### config.mk
export PLATFORM = sky130hd
export DESIGN_NAME = tx_retry_ctl
export DESIGN_NICKNAME = d
export VERILOG_FILES = /design/src/rtl/tx_retry_ctl.sv
export SDC_FILE = /design/constraint.sdc
export NUM_CORES = 1
export LEC_CHECK = 0
export ABC_CLOCK_PERIOD_IN_PS = 3890
export BUFFER_PORTS_ARGS = -buffer_cell sky130_fd_sc_hd__buf_2
export CAP_MARGIN = 30
export CORE_UTILIZATION = 62
export CTS_CLUSTER_SIZE = 8
export DETAILED_ROUTE_END_ITERATION = 7
export GPL_TIMING_DRIVEN = 1
export HOLD_SLACK_MARGIN = 0.15
export PLACE_DENSITY = 0.79
export SLEW_MARGIN = 20
export SYNTH_ARGS = -nofsm -noshare
export SYNTH_HDL_FRONTEND = slang
export SYNTH_SLANG_ARGS = --single-unit
### constraint.sdc
create_clock -name clk -period 3.89 [get_ports clk]
set_input_delay 0.5835 -clock clk [delete_from_list [all_inputs] [get_ports clk]]
set_output_delay 0.5835 -clock clk [all_outputs]
set_load 0.02 [all_outputs]
### src/rtl/tx_retry_ctl.sv
module tx_retry_ctl #(
  parameter int WIN = 64,
  parameter int DW  = 8,
  parameter int RW  = 4,
  localparam int CW = $clog2(WIN + 1),
  localparam int AW = $clog2(WIN),
  localparam int SW = RW + 4
) (
  input  logic          clk,
  input  logic          rst_n,
  input  logic          in_valid,
  input  logic [DW-1:0] in_data,
  input  logic          in_last,
  output logic          in_ready,
  output logic          tx_valid,
  output logic [DW-1:0] tx_data,
  output logic          tx_last,
  input  logic          tx_ready,
  input  logic          col,
  input  logic [RW-1:0] cfg_max_retry,
  input  logic          irq_en,
  input  logic          irq_clr,
  output logic          stat_valid,
  output logic [SW-1:0] stat_word,
  output logic          irq_stat,
  output logic          irq
);

  logic [DW-1:0] mem [WIN];
  logic [CW-1:0] cnt, wr_cnt;
  logic [RW-1:0] rcnt;
  logic          act, drain;

  wire replay    = act && !drain && (cnt < wr_cnt);
  wire col_hit   = col && act && !drain;
  wire late      = col_hit && (cnt == CW'(WIN));
  wire excess    = col_hit && !late && (rcnt == cfg_max_retry);
  wire retry     = col_hit && !late && !excess;
  wire abort     = late || excess;
  wire tx_hs     = tx_valid && tx_ready;
  wire done_ok   = tx_hs && !replay && in_last;
  wire drain_end = drain && in_valid && in_last;
  wire store     = tx_hs && !replay && (wr_cnt != CW'(WIN));

  assign tx_valid = !col && !drain && (replay || in_valid);
  assign tx_data  = replay ? mem[cnt[AW-1:0]] : in_data;
  assign tx_last  = tx_valid && !replay && in_last;
  assign in_ready = drain || (!col && !replay && tx_ready);
  assign irq      = irq_stat && irq_en;

  always_ff @(posedge clk) begin
    if (store) mem[wr_cnt[AW-1:0]] <= in_data;
  end

  always_ff @(posedge clk) begin
    if (!rst_n) begin
      cnt        <= '0;
      wr_cnt     <= '0;
      rcnt       <= '0;
      act        <= 1'b0;
      drain      <= 1'b0;
      stat_valid <= 1'b0;
      stat_word  <= '0;
      irq_stat   <= 1'b0;
    end else begin
      stat_valid <= abort || done_ok;
      if (abort || done_ok) stat_word <= {rcnt, 1'b0, excess, late, abort};

      if (abort) irq_stat <= 1'b1;
      else if (irq_clr) irq_stat <= 1'b0;

      if (abort) begin
        drain  <= 1'b1;
        act    <= 1'b0;
        cnt    <= '0;
        wr_cnt <= '0;
        rcnt   <= '0;
      end else if (drain_end) begin
        drain <= 1'b0;
      end else if (retry) begin
        cnt  <= '0;
        rcnt <= rcnt + 1'b1;
      end else if (done_ok) begin
        act    <= 1'b0;
        cnt    <= '0;
        wr_cnt <= '0;
        rcnt   <= '0;
      end else if (tx_hs) begin
        act <= 1'b1;
        if (cnt != CW'(WIN)) cnt <= cnt + 1'b1;
        if (store) wr_cnt <= wr_cnt + 1'b1;
      end
    end
  end

endmodule

==> results by group <==
STA
  • Final Max Tran Viols: 0
  • Slew headroom: 36.48%
  • Setup TNS: 0 ps
  • Count of final setup violators: 0
  • Final Critical Period: 3735 ps
  • Hold Vio Cnt, Final: 0
  • Maximum clock frequency: 0.2677 GHz
  • RSZ-0062 raised after global routing: false
  • Share of the clock period used by the worst path: 96.03%
  • WHS: 279.1 ps
  • Tightest Pin Transition: 949.3 ps
  • Worst Skew: 15.15 ps

Hold path
  • Worst hold path class: in -> reg

Floorplan
  • Die area: 0.03576 mm^2
  • Row cnt: 68
  • Die height: 189.1 um
  • Die X: 189.1 um
  • Initial core utilization: 62.99%
  • Num ports: 42
  • Core area: 0.03446 mm^2

Power
  • Leakage power total: 0.007898 uW
  • Power Density: 509.4 mW/mm^2
  • Peak supply drop: 0.3200 mV
  • Power after layout: 12700 uW

Global routing
  • Total GRT Usage: 28.51%
  • Pin count of the biggest net entering global routing: 65
  • Number of global-route vias before repair: 11920
  • First-pass GRT wire length: 74.33 mm
  • Grt total ovfl: 0
  • Antenna violations before repair: 0

Clock network
  • Number of hold-repair buffers added at the cts stage: 0
  • Clk buf depth: 3
  • Total CTS buffers: 78
  • Clock Latency Late Sink: 580 ps
  • Depth of the CTS H-tree: 3
  • Clk sinks: 547
  • CTS tree: built
  • Root Driver: clkbuf_16
  • Clock slew seen by the registers of the worst setup and hold paths: 50 ps
  • PostCTS Resize Cnt: 0

Synth
  • Cells after Synth: 1151
  • Synthesized cell area: 0.02171 mm^2
  • Syn_area_per_cell: 18.86 um^2
  • Syn_nets: 1182
  • Synth Register Bits: 547
  • Number of synthesized flops with an enable pin: 512
  • Ys flop type: edfxtp_1
  • Post-synth ARST share: 0%
  • Netlist cell types: 59
  • Seq/Total Area, Yosys: 74.06%
  • YS warnings: 0

Placed design
  • Dpl hpwl: 29.11 mm
  • GPL Wtd Cong: 0.8891
  • Placed Cells: 1648
  • I/O Buffers: 40

Cells and area
  • Final non-filler cell total: 1762
  • Ant diodes: 0
  • Share of cells above drive strength 1: 24.18%
  • Fin nets: 1312
  • Layout Area Growth over Synthesis: 14.88%

Status
  • Status: completed

Routing
  • DRT Wirelength: 49.68 mm
  • Drt pass-1 iters: 8
  • Vias: 11720
  • Drc violations: 0
  • Post-route ant nets: 0
  • Routed vias/inst: 6.654
  • Drt wl/cell: 28.20 um
  • Initial drt markers: 1511

Critical path
  • Data arrival, critical path: 3150 ps
  • Crit path cell chain: clkinv_1, ha_1, nand2_1, o21ai_1, a21o_1, buf_4, a21oi_1, a32o_1, buf_2
  • Required time worst endpoint: 3310 ps
  • Setup crit end kind: output pin
  • Slowest CP cell: dfxtp_1
  • Startpoint class of the critical path: flip-flop
  • Crit-path max cell delay: 450 ps
  • Max FO, Critical Path: 27
  • Crit Path Category: reg -> out

Flow run
  • Maxcap violations: 0
metrics by stage:
step                      utilization [%]  setup WS [ps]  area, um^2
after floorplan                         -          945.9       21710
after global placement              65.89          515.5       22700
after detailed placement            65.90          469.1       22710
after CTS                           72.12          27.90       24850
after global routing                72.37          27.22       24940
final                               72.37          154.6       24940
worst max-delay path, delay by kind of cell (launching register included):
kind	cells	cell delay, ps
compound gates	4	880
fa+ha+maj	1	370
buf+inv	3	810
flops	1	450
simple gates	1	60
cell usage in the layout (no fill, tap or decap), types with 5 or more instances in the layout:
cell type and count:
a31oi_1 13, o211ai_1 5, dfxtp_1 33, a211oi_1 10, nor2_1 89, a21oi_1 20, nand4_1 10, mux2i_1 54
a41oi_1 5, and2_1 5, ha_1 11, buf_12 7, nor3_1 6, inv_1 14, buf_2 40, o22ai_1 8
nand2_1 44, or3_1 6, nand3_1 22, clkbuf_1 22, nor2b_1 5, a32o_1 8, a22o_1 5, xor2_1 5
clkbuf_16 79, buf_4 55, mux4_2 115, o21ai_0 8, edfxtp_1 512, a22oi_1 27
cell usage after synthesis, types with 3 or more instances:
| cell | number | area (um^2) |
|---|---|---|
| edfxtp_1 | 512 | 15370 |
| mux4_2 | 115 | 2590 |
| nor2_1 | 90 | 337.8 |
| mux2i_1 | 54 | 540.5 |
| nand2_1 | 44 | 165.2 |
| dfxtp_1 | 35 | 700.7 |
| a22oi_1 | 27 | 202.7 |
| nand3_1 | 22 | 110.1 |
| clkbuf_1 | 21 | 78.83 |
| a21oi_1 | 20 | 100.1 |
| buf_2 | 17 | 85.08 |
| inv_1 | 14 | 52.55 |
| a31oi_1 | 13 | 81.33 |
| ha_1 | 11 | 137.6 |
| a211oi_1 | 10 | 75.07 |
| nand4_1 | 10 | 62.56 |
| a32o_1 | 8 | 80.08 |
| o21ai_0 | 8 | 40.04 |
| o22ai_1 | 8 | 50.05 |
| buf_1 | 6 | 22.52 |
| nor3_1 | 6 | 30.03 |
| or3_1 | 6 | 37.54 |
| a22o_1 | 5 | 43.79 |
| a41oi_1 | 5 | 43.79 |
| and2_1 | 5 | 31.28 |
| buf_4 | 5 | 37.54 |
| buf_6 | 5 | 56.30 |
| nor2b_1 | 5 | 31.28 |
| o211ai_1 | 5 | 37.54 |
| xor2_1 | 5 | 43.79 |
| nor4_1 | 4 | 25.02 |
| a21o_1 | 3 | 22.52 |
| and4_1 | 3 | 26.28 |
| mux2_2 | 3 | 33.78 |
| nand2b_1 | 3 | 18.77 |
| nand3b_1 | 3 | 22.52 |
| nor3b_1 | 3 | 22.52 |
| o21ai_1 | 3 | 15.01 |
| or4_1 | 3 | 22.52 |
power by group:
| group | internal, uW | leakage (uW) | switching [uW] |
|---|---|---|---|
| combinational | 104 | 0.00199 | 208 |
| sequential | 6450 | 0.00488 | 5.06 |
| clock | 3640 | 0.00102 | 2290 |
state kept, by name (all words and copies together) (netlist names), named ones only:
name / count
mem: 512
cnt: 7
stat_word: 7
wr_cnt: 7
rcnt: 4
act: 1
drain: 1
irq_stat: 1
stat_valid: 1
path summary, 6_finish.rpt:
kind                                             endpoint  slack [ps]                       from  cells past startpoint
worst max-delay path                           tx_data[7]         150     wr_cnt[2]$_SDFFE_PP0P_                      9
worst min-delay path                irq_stat$_SDFFE_PN0P_         280                    irq_clr                      3
worst max register to register       mem[34][1]$_DFFE_PP_         530     wr_cnt[2]$_SDFFE_PP0P_                      9
worst min register to register  stat_word[4]$_SDFFE_PN0P_         500  stat_word[4]$_SDFFE_PN0P_                      2
cell type report:
| class | instances | area (um^2) |
|---|---|---|
| inverter | 16 | 60.06 |
| timing repair buffer | 104 | 808.3 |
| tap | 455 | 569.3 |
| fill | 1938 | 9522 |
| clock inverter | 5 | 57.56 |
| sequential | 547 | 16080 |
| clock buffer | 101 | 2059 |
| multi-input combinational | 534 | 5299 |
cells by family (layout without fill, tap and decap cells):
kind of cell,after synthesis,after routing,share of synthesized area [%]
DFF,547,547,74.06
other,1,1,0.01728
buffers and inverters,70,226,1.568
xor gates and xnor gates,7,7,0.2825
AOI/OAI and AO/OA,129,129,4.243
adders and majority gates,11,11,0.6341
and+or+nand+nor,213,213,4.565
muxes,173,173,14.63
metal layers:
layer / vias to the layer above / GRT usage [%] / part of all wire (%)
met2: 701 / 46.10 / 50
met4: 0 / 10.95 / 3.3
met3: 125 / 5.449 / 10
met5: - / 0 / 0
li1: 4959 / - / -
met1: 5939 / 39.05 / 37
timing repair:
| action | in CTS | in global routing |
|---|---|---|
| setup buffers | 1 | 6 |
| setup endpoints to repair | 6 | 7 |
| endpoints found under the hold margin | 0 | 0 |
Power figures use the tool's default switching activity.
